===== src/rtl/tgc_pkg.sv =====
package tgc_pkg;

    localparam int GEST_W = 8;

    localparam logic [GEST_W-1:0] G_NEXT     = 8'h14;
    localparam logic [GEST_W-1:0] G_PREV     = 8'h1C;
    localparam logic [GEST_W-1:0] G_ZOOM_IN  = 8'h48;
    localparam logic [GEST_W-1:0] G_ZOOM_OUT = 8'h49;

    typedef enum logic [2:0] {
        ACT_NONE,
        ACT_NEXT,
        ACT_PREV,
        ACT_ZIN,
        ACT_ZOUT,
        ACT_TOUCH
    } act_e;

    typedef enum logic {
        ST_WAIT,
        ST_EVAL
    } fsm_e;

    // true when the code belongs to the defined gesture set
    function automatic logic is_gesture(input logic [GEST_W-1:0] code);
        logic dir_group;
        dir_group = ((code[7:4] == 4'h1) || (code[7:4] == 4'h3)) && !code[0];
        return dir_group ||
               code == 8'h20 || code == 8'h22 || code == 8'h28 ||
               code == 8'h29 || code == 8'h40 || code == 8'h48 ||
               code == 8'h49;
    endfunction

endpackage


===== src/rtl/tgc_ready_edge.sv =====
module tgc_ready_edge #(
    parameter int SYNC_STAGES = 2
) (
    input  logic clk,
    input  logic rst_n,
    input  logic async_in,
    output logic rise
);
    logic [SYNC_STAGES-1:0] sync_q;
    logic                   last_q;

    always_ff @(posedge clk) begin
        if (!rst_n) begin
            sync_q <= '0;
            last_q <= 1'b0;
        end else begin
            sync_q <= {sync_q[SYNC_STAGES-2:0], async_in};
            last_q <= sync_q[SYNC_STAGES-1];
        end
    end

    assign rise = sync_q[SYNC_STAGES-1] & ~last_q;
endmodule


===== src/rtl/tgc_classify.sv =====
module tgc_classify
    import tgc_pkg::*;
#(
    parameter int CNT_W   = 2,
    parameter int MAX_CNT = 2
) (
    input  logic [GEST_W-1:0] code,
    input  logic [CNT_W-1:0]  cnt,
    output act_e              act
);
    always_comb begin
        act = ACT_NONE;
        if (int'(cnt) <= MAX_CNT) begin
            if (is_gesture(code)) begin
                unique case (code)
                    G_NEXT:     act = ACT_NEXT;
                    G_PREV:     act = ACT_PREV;
                    G_ZOOM_IN:  act = ACT_ZIN;
                    G_ZOOM_OUT: act = ACT_ZOUT;
                    default:    act = ACT_NONE;
                endcase
            end else if (cnt != '0) begin
                act = ACT_TOUCH;
            end
        end
    end
endmodule


===== src/rtl/tgc_view_state.sv =====
module tgc_view_state
    import tgc_pkg::*;
#(
    parameter int NUM_PHOTOS = 3,
    parameter int IMG_W      = 800,
    parameter int IMG_H      = 480,
    parameter int ZOOM_W     = 2,
    localparam int IDX_W     = $clog2(NUM_PHOTOS),
    localparam int FRAME_PIX = IMG_W * IMG_H,
    localparam int ADDR_W    = $clog2(NUM_PHOTOS * FRAME_PIX)
) (
    input  logic              clk,
    input  logic              rst_n,
    input  logic              apply,
    input  act_e              act,
    output logic [IDX_W-1:0]  idx,
    output logic [ZOOM_W-1:0] zoom,
    output logic [ADDR_W-1:0] base
);
    localparam logic [IDX_W-1:0]  LAST_IDX = IDX_W'(NUM_PHOTOS - 1);
    localparam logic [ZOOM_W-1:0] ZOOM_MAX = '1;
    localparam logic [ADDR_W-1:0] PIX_A    = ADDR_W'(FRAME_PIX);

    always_ff @(posedge clk) begin
        if (!rst_n) begin
            idx  <= '0;
            zoom <= '0;
        end else if (apply) begin
            unique case (act)
                ACT_NEXT: idx  <= (idx == LAST_IDX) ? '0 : idx + 1'b1;
                ACT_PREV: idx  <= (idx == '0) ? LAST_IDX : idx - 1'b1;
                ACT_ZIN:  zoom <= (zoom == ZOOM_MAX) ? zoom : zoom + 1'b1;
                ACT_ZOUT: zoom <= (zoom == '0) ? zoom : zoom - 1'b1;
                default:  ;
            endcase
        end
    end

    assign base = ADDR_W'(idx) * PIX_A;
endmodule


===== src/rtl/touch_gesture_ctrl.sv =====
module touch_gesture_ctrl
    import tgc_pkg::*;
#(
    parameter int X_W        = 10,
    parameter int Y_W        = 9,
    parameter int CNT_W      = 2,
    parameter int NUM_PHOTOS = 3,
    parameter int IMG_W      = 800,
    parameter int IMG_H      = 480,
    parameter int ZOOM_W     = 2,
    localparam int IDX_W     = $clog2(NUM_PHOTOS),
    localparam int ADDR_W    = $clog2(NUM_PHOTOS * IMG_W * IMG_H)
) (
    input  logic              clk,
    input  logic              rst_n,
    input  logic              rdy_in,
    input  logic [X_W-1:0]    pt1_x,
    input  logic [Y_W-1:0]    pt1_y,
    input  logic [CNT_W-1:0]  touch_cnt,
    input  logic [GEST_W-1:0] gesture,
    output logic [IDX_W-1:0]  photo_idx,
    output logic [ADDR_W-1:0] frame_base,
    output logic [ZOOM_W-1:0] zoom_lvl,
    output logic              touch_valid,
    output logic [X_W-1:0]    touch_x,
    output logic [Y_W-1:0]    touch_y
);
    fsm_e              state_q, state_d;
    logic              rdy_rise;
    logic [X_W-1:0]    cap_x;
    logic [Y_W-1:0]    cap_y;
    logic [CNT_W-1:0]  cap_cnt;
    logic [GEST_W-1:0] cap_code;
    act_e              act;

    tgc_ready_edge #(.SYNC_STAGES(2)) u_edge (
        .clk      (clk),
        .rst_n    (rst_n),
        .async_in (rdy_in),
        .rise     (rdy_rise)
    );

    tgc_classify #(.CNT_W(CNT_W), .MAX_CNT(2)) u_cls (
        .code (cap_code),
        .cnt  (cap_cnt),
        .act  (act)
    );

    tgc_view_state #(
        .NUM_PHOTOS (NUM_PHOTOS),
        .IMG_W      (IMG_W),
        .IMG_H      (IMG_H),
        .ZOOM_W     (ZOOM_W)
    ) u_view (
        .clk   (clk),
        .rst_n (rst_n),
        .apply (state_q == ST_EVAL),
        .act   (act),
        .idx   (photo_idx),
        .zoom  (zoom_lvl),
        .base  (frame_base)
    );

    // state register
    always_ff @(posedge clk) begin
        if (!rst_n) state_q <= ST_WAIT;
        else        state_q <= state_d;
    end

    // next state: T_CAPTURE on a ready edge, T_DONE after one evaluation cycle
    always_comb begin
        state_d = state_q;
        unique case (state_q)
            ST_WAIT: if (rdy_rise) state_d = ST_EVAL;
            ST_EVAL: state_d = ST_WAIT;
        endcase
    end

    // report capture and output registers
    always_ff @(posedge clk) begin
        if (!rst_n) begin
            cap_x       <= '0;
            cap_y       <= '0;
            cap_cnt     <= '0;
            cap_code    <= '0;
            touch_valid <= 1'b0;
            touch_x     <= '0;
            touch_y     <= '0;
        end else begin
            touch_valid <= 1'b0;
            unique case (state_q)
                ST_WAIT: begin
                    if (rdy_rise) begin
                        cap_x    <= pt1_x;
                        cap_y    <= pt1_y;
                        cap_cnt  <= touch_cnt;
                        cap_code <= gesture;
                    end
                end
                ST_EVAL: begin
                    if (act == ACT_TOUCH) begin
                        touch_valid <= 1'b1;
                        touch_x     <= cap_x;
                        touch_y     <= cap_y;
                    end
                end
            endcase
        end
    end
endmodule


===== config.mk =====
export PLATFORM = sky130hd
export DESIGN_NAME = touch_gesture_ctrl
export DESIGN_NICKNAME = d
export VERILOG_FILES = /design/src/rtl/tgc_pkg.sv /design/src/rtl/tgc_ready_edge.sv /design/src/rtl/tgc_classify.sv /design/src/rtl/tgc_view_state.sv /design/src/rtl/touch_gesture_ctrl.sv
export SDC_FILE = /design/constraint.sdc
export NUM_CORES = 1
export LEC_CHECK = 0
export ABC_AREA = 1
export BUFFER_PORTS_ARGS = -buffer_cell sky130_fd_sc_hd__buf_2
export CAP_MARGIN = 15
export CELL_PAD_IN_SITES_DETAIL_PLACEMENT = 0
export CELL_PAD_IN_SITES_GLOBAL_PLACEMENT = 2
export CORE_AREA = 2 2 119 92
export DETAILED_ROUTE_END_ITERATION = 10
export DIE_AREA = 0 0 121 94
export HOLD_SLACK_MARGIN = 0.1
export PLACE_DENSITY = 0.71
export SLEW_MARGIN = 15
export SYNTH_ARGS = -nofsm -noshare
export SYNTH_HDL_FRONTEND = slang
export SYNTH_SLANG_ARGS = --single-unit
export TNS_END_PERCENT = 50

===== constraint.sdc =====
create_clock -name clk -period 1.55 [get_ports clk]
set_input_delay 0.2325 -clock clk [delete_from_list [all_inputs] [get_ports clk]]
set_output_delay 0.2325 -clock clk [all_outputs]
set_load 0.05 [all_outputs]

======== Yosys cells after proc, flatten, opt, wreduce, memory -nomap -nowiden ========
Cells that the tools add are included.
word-level totals
  input bits .............................. 32
  output and inout port bits .............. 45
  logic and storage cells ................. 74
  bits in registers ....................... 57
operators by class
  add/sub/neg operators ................... 4
  multiplexer cells ....................... 13
  equality and inequality tests ........... 20
  bitwise logic cells ..................... 3
  $lt $le $gt $ge ......................... 1
  reductions and logical operators ........ 20
  multipliers ............................. 1
operators by type and width
  operator                                              count
  equality test 8 x 6 -> 1 bit (second input constant)  4
  equality test 8 x 7 -> 1 bit (second input constant)  3
  equality test 8 x 5 -> 1 bit (second input constant)  2
  case mux 3 bit (4 select lines)                       1
  multiplier 2 x 9 -> 11 bit (second input constant)    1
  2-to-1 mux 3 bit                                      3
  logical OR 1 bit                                      8
  2-to-1 mux 2 bit                                      4
  case mux 2 bit (2 select lines)                       2
  AND reduction 2 bit                                   4
  equality test 3 x 2 -> 1 bit (second input constant)  2
  equality test 3 bit (second input constant)           2
  nonzero test 2 bit                                    3
  adder 2 x 1 -> 2 bit (second input constant)          2
  equality test 2 bit (second input constant)           2
  equality test 4 x 1 -> 1 bit (second input constant)  1
  equality test 4 x 2 -> 1 bit (second input constant)  1
  logical NOT 2 bit                                     2
  != test 2 bit (second input constant)                 2
  AND reduction 4 bit                                   1
  subtractor 2 x 1 -> 2 bit (second input constant)     2
  equality test 3 x 1 -> 1 bit (second input constant)  1
  <= comparator 2 bit (second input constant)           1
  2-to-1 mux 1 bit                                      2
  5 further kinds                                       6

======== Logic depth before layout (Yosys ltp) ========
Gate-level depths: netlist (run 1).
  word-level depth ........................ 15
  depth in mapped cells ................... 14
  mapped depth without buffers ............ 14

======== Cells and area by module ========
Synthesis (run 1) repeated with hierarchy kept, for this count alone.
second synthesis, totals
  cells, all modules ...................... 396
  area, all modules ....................... 2726.4 µm²
modules (own cells, without submodules)
  module              seq. area each (µm²)  area each (µm²)  cells an instance  times used
  touch_gesture_ctrl  1001.0                1919.3           259                1
  tgc_view_state      80.1                  466.7            70                 1
  tgc_classify        0.0                   247.7            56                 1
  tgc_ready_edge      60.1                  92.6             11                 1

======== Least setup slack after synthesis (run 1) ========
OpenSTA, ideal clock, no wires.
  path type ............................... reg-to-output
  start point ............................. reg u_view.idx[1]
  end point ............................... out frame_base[15]
  data required time ...................... 1.317 ns
  slack ................................... -0.353 ns
  path buffers ............................ 1
  data arrival time ....................... 1.671 ns
  cell stages (with the launch flop) ...... 5
  path through ............................ dfxtp_1 > inv_1 > ha_1 > inv_1 > buf_4
between the ends
  longest elaborated chain between the ends .. 1
ends and longest elaborated chain
  item                        RTL line                  source
  start, declared             tgc_view_state.sv:16      output logic [IDX_W-1:0] idx,
  start signal, assigned      tgc_view_state.sv:30      ACT_NEXT: idx <= (idx == LAST_IDX) ? '0 : idx + 1'b1;
  start signal, assigned      tgc_view_state.sv:31      ACT_PREV: idx <= (idx == '0) ? LAST_IDX : idx - 1'b1;
  multiplier 2 x 9 -> 11 bit  tgc_view_state.sv:39      assign base = ADDR_W'(idx) * PIX_A;
  end, declared               touch_gesture_ctrl.sv:22  output logic [ADDR_W-1:0] frame_base,
Every way passes these cells.

======== Final worst setup path (run 1) ========
  start point ............................. reg cap_code[3]
  end point ............................... reg touch_x[8]
between the ends
  longest elaborated chain between the ends .. 12
  elaborated cells on any way between the ends .. 21
  classes of those cells .................. eq/ne: 10; mux: 3; reduce/logical: 8
ends and longest elaborated chain
  item                             RTL line                   source
  start, declared                  touch_gesture_ctrl.sv:33   logic [GEST_W-1:0] cap_code;
  start signal, assigned           touch_gesture_ctrl.sv:97   cap_code <= gesture;
  equality test 8 x 6 -> 1 bit     tgc_pkg.sv:29              code == 8'h20 || code == 8'h22 || code == 8'h28 ||
  logical OR 1 bit                 tgc_pkg.sv:28              return dir_group ||
  logical OR 1 bit (3 in series)   tgc_pkg.sv:29
  logical OR 1 bit (3 in series)   tgc_pkg.sv:30              code == 8'h29 || code == 8'h40 || code == 8'h48 ||
  2-to-1 mux 3 bit *               tgc_classify.sv:14         if (is_gesture(code)) begin
  2-to-1 mux 3 bit *               tgc_classify.sv:13         if (int'(cnt) <= MAX_CNT) begin
  equality test 3 bit *            touch_gesture_ctrl.sv:101  if (act == ACT_TOUCH) begin
  AND reduction 2 bit (no line) *  -
  end signal, assigned             touch_gesture_ctrl.sv:103  touch_x <= cap_x;
  end, declared                    touch_gesture_ctrl.sv:25   output logic [X_W-1:0] touch_x,
Mark *: on every way between the ends. The rest lies on a longest branch, timed or not.
A chain may end at the register's enable or synchronous reset.

==> reports/results.ini, run 1 <==
[status]
outcome=finished, violations left
violations=negative setup slack

[route]
final_antenna_net_count=0
dr.pass1.iters=4
dr.first_iter.drc_count=83
wl_mm=6.50
post_drt_wl_per_cell_um=11.6
wl_met2_mm=2.77
drt_drc_violations_left=0
dr.max_layer_used=met4
dr_wl_met3_um=314
vias_per_cell=4.18
met1_length_mm=3.32
routed-via-count=2335

[clock_network]
clk_pin_slew_worst_paths_ns=0.05
cts.sinks=57
clkLatencyLatePin_ns=0.32
cts_buffers=9
clock-root-buffer=clkbuf_16
htree_levels=3
clockBufferDepth=2
cts_tree=done

[logic_synthesis]
synth_warnings=0
ys_ff_latch=57
yosysSeqAreaShare_pct=45.8
synth_area_um2=2490
syn_inst=332
avgSynthCellArea_um2=7.50
synth_top_area_share_pct=45.8
ys_top_cells_by_area=dfxtp_1 46%, a21oi_1 10%, o21ai_0 9.8%
synth_top_cell_by_area=dfxtp_1
synth_cell_types=23

[global_route]
grt_use_total_pct=11.9
grt_pass1_vias=2179
antenna_found_initial=0
grt_max_degree=60
grt_pass1_wl_mm=10.5
grt-ovfl-total=0

[timing]
finalHoldViolations=0
drv_slew=0
fin_worst_skew_ns=0.00428
finalCriticalPeriod_ns=1.77
setup_viol=24
timing.fmax_mhz=565
layout_setup_ws_ns=-0.220
rsz0062_at_grt=yes
finalCritPeriodShare_pct=114

[placed_design]
portBuffers=66
dp_hpwl_mm=4.03
gp_congestion=0.798
dp_cells=531

[die]
start_util_pct=24.6
rows=32
io_pins=77
dieWidth_um=121
die_y_um=94
core_area_um2=10100
dieArea_um2=11400

[power]
finalPower_mw=3.99
p_leak_nw=1.65
irDropWorstVdd_mv=0.742
power_density_nw_per_um2=1110

[finish]
layout_commonest_cell=buf_2
drive_gt1_share_pct=35.9
fillers=1082
areaGrowthSynthToFinish_pct=44.0
fin_cells=559
final_nets=456
final_cell_mix=62 x buf_2, 51 x a21oi_1, 49 x dfxtp_1
n_antenna_cell=0

[setup_path]
cp-start-kind=flip-flop
end_kind=flip-flop
reg2reg_slack_ns=-0.22
path_class=reg2reg
path_buf_inv=5
path_delay_family=buffers and inverters
worstPathRequired_ns=1.81
cpMaxStageDelayCell=dfxtp_2
worstPathCellList=buf_6 > nand3_4 > nand2_2 > nor2_4 > nand2_2 > a21oi_4 > nand4_4 > inv_4 > buf_12 > buf_8 > buf_6 > o21ai_2 > a21oi_2
arrival_ns=2.03
crit_fanout=6
slowest_delay_ns=0.32

[worst_hold_path]
hp-class=in2reg

[job]
maxCapViolCount=0

## kinds of logic after synthesis
family	after synthesis	synth area share (%)
other	1	0.151
adders and majority gates	5	2.51
AOI/OAI and AO/OA	105	22.0
and+or+nand+nor	85	14.4
DFF	57	45.8
buffers and inverters	79	15.1
## worst reg2reg max path: cells and delay by family, from the launching register on
family          cells  cell delay, ns
buf+inv             5            0.58
simple gates        5            0.48
flops               1            0.32
compound gates      3            0.31
## path summary, 6_finish.rpt
kind / depth (start not counted) / to / from
max: 13 / touch_x[8]$_SDFFE_PN0P_ / cap_code[3]$_SDFFE_PN0P_
min: 3 / cap_x[5]$_SDFFE_PN0P_ / pt1_x[5]
max reg2reg: 13 / touch_x[8]$_SDFFE_PN0P_ / cap_code[3]$_SDFFE_PN0P_
min reg2reg: 2 / u_edge.sync_q[1]$_SDFF_PN0_ / u_edge.sync_q[0]$_SDFF_PN0_
## sequential cells by signal, summed over array words and instances (netlist names)
name           count
u_view.zoom        2
cap_y              9
touch_x           10
cap_cnt            2
touch_y            9
state_q            1
u_edge.sync_q      2
u_view.idx         2
cap_code           8
touch_valid        1
cap_x             10
u_edge.last_q      1
## metal layers
layer | up-vias | track usage, %
li1 | 1215 | -
met1 | 1056 | 15.2
met4 | 0 | 4.07
met5 | - | 0
met2 | 56 | 18.3
met3 | 8 | 4.43
## stage by stage
stage | hold WS (ns) | instance area [um^2] | util [%] | setup TNS, ns | setup slack, ns
2_1_floorplan | 0.330 | 2540 | - | -0.0345 | -0.0310
3_3_place_gp | 0.397 | 3020 | 29.9 | -5.17 | -0.246
3_5_place_dp | 0.401 | 3020 | 29.9 | -5.62 | -0.270
4_1_cts | 0.174 | 3410 | 33.6 | -3.09 | -0.150
5_1_grt | 0.211 | 3590 | 35.4 | -7.33 | -0.333
6_report | 0.191 | 3590 | 35.4 | -4.02 | -0.220
## cells in the mapped netlist
cell type	instances
a21oi_1	51
a21oi_2	2
a21oi_4	1
buf_2	1
buf_4	17
buf_6	2
clkbuf_1	12
conb_1	1
dfxtp_1	57
ha_1	5
inv_1	45
inv_2	2
nand2_1	39
nand2_2	1
nand3_1	12
nand3b_1	1
nand4_1	2
nand4_2	1
nor2_1	27
nor2_2	2
o21ai_0	49
o21ai_1	1
o21ai_2	1
## repair_timing
action,4_1_cts,5_1_grt
hold buffers,1,0
setup buffers,0,12
gates cloned,1,0
endpoints found under the setup margin,26,31
gates resized for setup,18,37
endpoints found under the hold margin,1,0
pin swaps,0,11
## where the power goes
group / total, mW / internal (mW) / switching [mW]
Sequential: 1.55 / 1.52 / 0.0288
Combinational: 0.489 / 0.185 / 0.305
Clock: 1.95 / 1.31 / 0.640
## cell type report
type                    count  area [um^2]  share of cell area [%]
clock buffers              12          256                    7.15
clock inverters             3         40.0                    1.12
inverters                  47          185                    5.16
multi-input cells         205         1090                    30.4
flip-flops and latches     57         1160                    32.3
well taps                 136          170                    4.74
repair buffers             99          688                    19.2
Power figures use the tool's default switching activity.
==> run 2: changes to the inputs <==
Settings changed: ABC_CLOCK_PERIOD_IN_PS set to 1550, CORE_AREA 2 2 119 92 to 2 2 124 96, DIE_AREA 0 0 121 94 to 0 0 126 98, SYNTH_HIERARCHICAL set to 1, TNS_END_PERCENT 50 to unset.
==> reports/results.ini, run 2 <==
[finish]
drive_gt1_share_pct=33.2  ; -2.7 points
layout_commonest_cell=nor2_1
n_antenna_cell=0  ; unchanged
fillers=1267  ; +17%
ff_latch_area_um2=1170  ; +0.86%
multi_input_area_um2=1360  ; +24%
final_nets=514  ; +13%
top_regs=cap_x: 10 flops, touch_x: 10 flops
areaGrowthSynthToFinish_pct=37.6
fin_cells=623  ; +11%
final_cell_mix=109 x nor2_1, 62 x buf_2, 50 x nand2_1
final_area_um2=3750  ; +4.6%

[die]
core_area_um2=11200  ; +11%
rows=34  ; +6.3%
dieArea_um2=12300  ; +8.6%
start_util_pct=24.3  ; -0.32 points
die_y_um=98  ; +4.3%
dieWidth_um=126  ; +4.1%
io_pins=77  ; unchanged

[timing]
drv_slew=0  ; unchanged
finalHoldViolations=0  ; unchanged
finalCritPeriodShare_pct=119  ; +4.7 points
layout_setup_ws_ns=-0.292  ; -0.0722 ns
setup_viol=24  ; unchanged
rsz0062_at_grt=yes
fin_worst_skew_ns=0.00731  ; +0.00303 ns
timing.fmax_mhz=543  ; -3.9%
finalCriticalPeriod_ns=1.84  ; +0.0722 ns

[route]
dr.first_iter.drc_count=60  ; -28%
routed-via-count=2505  ; +7.3%
final_antenna_net_count=0  ; unchanged
drt_drc_violations_left=0  ; unchanged
wl_mm=7.06  ; +8.6%
post_drt_wl_per_cell_um=11.3  ; -2.5%
dr.pass1.iters=4  ; unchanged
vias_per_cell=4.02  ; -3.7%

[logic_synthesis]
synthTopCellsByCount=113 x nor2_1, 57 x dfxtp_1, 54 x nand2_1, 40 x inv_1, 30 x o21ai_0
synth_top_cell_by_area=dfxtp_1
yosysSeqAreaShare_pct=41.9  ; -4.0 points
ys_ff_latch=57  ; unchanged
synth_warnings=6  ; +6
ys_top_cells_by_area=dfxtp_1 42%, nor2_1 16%, nand2_1 7.4%
synth_top_area_share_pct=41.9  ; -4.0 points
syn_inst=396  ; +19%
async_reset_ff_share_pct=0  ; unchanged
synth_cell_types=30  ; +30%
yosysMostFrequentCell=nor2_1
avgSynthCellArea_um2=6.88  ; -8.2%
synth_area_um2=2730  ; +9.4%
synth_edf_count=0  ; unchanged
synth_flop_cell=dfxtp_1

[power]
combPwrFrac_pct=16.4  ; +4.1 points
sequentialPowerShare_pct=39.8  ; +1.0 points
power_density_nw_per_um2=1040  ; -6.8%
swShare_pct=26.9  ; +2.5 points
irDropWorstVdd_mv=0.427  ; -42%
internal_power_mw=2.84  ; -5.8%
clockPowerShare_pct=43.9  ; -5.1 points
p_leak_nw=1.75  ; +6.5%
switching_power_mw=1.05  ; +7.5%

[global_route]
grt_use_total_pct=11.7  ; -0.18 points
grt_pass1_wl_mm=11.6  ; +11%
grt_max_degree=21  ; -65%
grt_pass1_vias=2471  ; +13%
antenna_found_initial=0  ; unchanged
grt-ovfl-total=0  ; unchanged

[setup_path]
end_kind=flip-flop
r2r_start=cap_code[6]$_SDFFE_PN0P_
worstPathCellList=inv_4 > o21ai_2 > nand3_2 > nor2_4 > o21ai_4 > buf_4 > nor2_4 > nand2_4 > nor2_8 > buf_12 > nor2_1 > nor2_1
r2r-end=touch_y[8]$_SDFFE_PN0P_
cp-start-kind=flip-flop
worstPathRequired_ns=1.80  ; about the same
arrival_ns=2.09  ; +0.06 ns
crit_fanout=19  ; +13
worstSetupStartpoint=cap_code[6]$_SDFFE_PN0P_
reg2reg_slack_ns=-0.29  ; -0.07 ns
path_class=reg2reg
worstSetupEndpoint=touch_y[8]$_SDFFE_PN0P_
slowest_delay_ns=0.37  ; +0.05 ns
cpMaxStageDelayCell=dfxtp_4
rr_worst_depth=12  ; -1

[clock_network]
postCtsHoldBufs=0  ; -1
clock-root-buffer=clkbuf_16
clkLatencyLatePin_ns=0.32  ; about the same
cts.sinks=57  ; unchanged
cts_tree=done
htree_levels=3  ; unchanged
clk_pin_slew_worst_paths_ns=0.05  ; about the same
cts_buffers=9  ; unchanged
clockBufferDepth=2  ; unchanged

[worst_hold_path]
hp-class=in2reg

[placed_design]
dp_hpwl_mm=5.04  ; +25%
gp_congestion=0.789  ; -1.1%
portBuffers=66  ; unchanged
dp_cells=604  ; +14%
dpl-instance-area_um2=3300  ; +9.0%

[job]
maxCapViolCount=0  ; unchanged

[status]
outcome=finished, violations left
violations=negative setup slack

==> run 2: cell types whose count changed after synthesis, moves of 6 or more <==
cell / before / now
nand2_1: 39 / 54
inv_2: 2 / 8
o21ai_0: 49 / 30
a21oi_1: 51 / 1
clkbuf_1: 12 / 3
nor2_1: 27 / 113
nand3_1: 12 / 23
nand2_2: 1 / 7
==> run 2: worst min path at each step <==
stage | startpoint | endpoint | slack [ns] | cells past startpoint
after floorplan | rst_n | u_edge/sync_q[0]$_SDFF_PN0_ | 0.33 | 2
after global routing | rdy_in | u_edge/sync_q[0]$_SDFF_PN0_ | 0.13 | 3
after CTS | rdy_in | u_edge/sync_q[0]$_SDFF_PN0_ | 0.12 | 3
final | rdy_in | u_edge/sync_q[0]$_SDFF_PN0_ | 0.13 | 3
after global placement | u_edge/sync_q[0]$_SDFF_PN0_ | u_edge/sync_q[1]$_SDFF_PN0_ | 0.42 | 2
after detailed placement | u_edge/sync_q[0]$_SDFF_PN0_ | u_edge/sync_q[1]$_SDFF_PN0_ | 0.41 | 2
==> run 2: kinds of logic (layout without fill, tap and decap cells) <==
group | after synthesis | count (layout) | synth area share, %
flops | 57 | 57 | 41.9
simple gates | 215 | 215 | 33.7
xor+xnor | 1 | 1 | 0.321
fa+ha+maj | 5 | 5 | 2.29
buf+inv | 79 | 153 | 14.6
other cells | 1 | 10 | 0.138
compound gates | 38 | 38 | 7.11
==> run 2: stage by stage <==
stage | setup slack [ns] | util [%] | hold WS (ns) | setup TNS (ns) | total power [mW]
3_5_place_dp | -0.391 | 29.4 | 0.405 | -8.27 | 2.13
2_1_floorplan | -0.193 | - | 0.326 | -3.08 | 1.98
6_report | -0.292 | 33.4 | 0.128 | -6.32 | 3.89
5_1_grt | -0.424 | 33.4 | 0.125 | -9.55 | 4.09
3_3_place_gp | -0.361 | 29.4 | 0.422 | -7.58 | 2.12
4_1_cts | -0.266 | 32.7 | 0.119 | -5.63 | 3.93
==> run 2: area by class of cell <==
| class | instances | area share [%] |
|---|---|---|
| multi-input combinational | 269 | 36.1 |
| timing repair buffer | 91 | 15.9 |
| clock buffer | 12 | 6.57 |
| clock inverter | 1 | 0.133 |
| tap | 144 | 4.80 |
| inverter | 49 | 5.27 |
| sequential | 57 | 31.1 |
==> run 2: power by group through the flow <==
stage | Sequential (mW) | Combinational, mW | Clock (mW)
6_report | 1.55 | 0.636 | 1.71
3_5_place_dp | 1.58 | 0.545 | 0
4_1_cts | 1.55 | 0.604 | 1.78
2_1_floorplan | 1.59 | 0.389 | 0
3_3_place_gp | 1.58 | 0.541 | 0
5_1_grt | 1.55 | 0.704 | 1.83
==> run 2: repair_timing <==
| action | in CTS | in global routing |
|---|---|---|
| buffers inserted | 4 | 1 |
| resized for setup | 26 | 17 |
| setup endpoints to repair | 28 | 28 |
| gates cloned | 0 | 1 |
| pin swaps | 5 | 5 |
==> run 2: critical path, delay by kind of cell, from the launching register on <==
family	cells	cell delay, ns
AND/OR/NAND/NOR	7	0.82
flip-flops	1	0.37
AO/OA/AOI/OAI	2	0.20
buffers and inverters	3	0.36
==> run 2: per-layer routing <==
layer | vias to the layer above | routed length, um | global-route usage [%]
li1 | 1352 | - | -
met1 | 1094 | 3760 | 16.2
met2 | 52 | 2880 | 17.4
met3 | 7 | 357 | 4.05
met4 | 0 | 66 | 3.04
met5 | - | 0 | 0
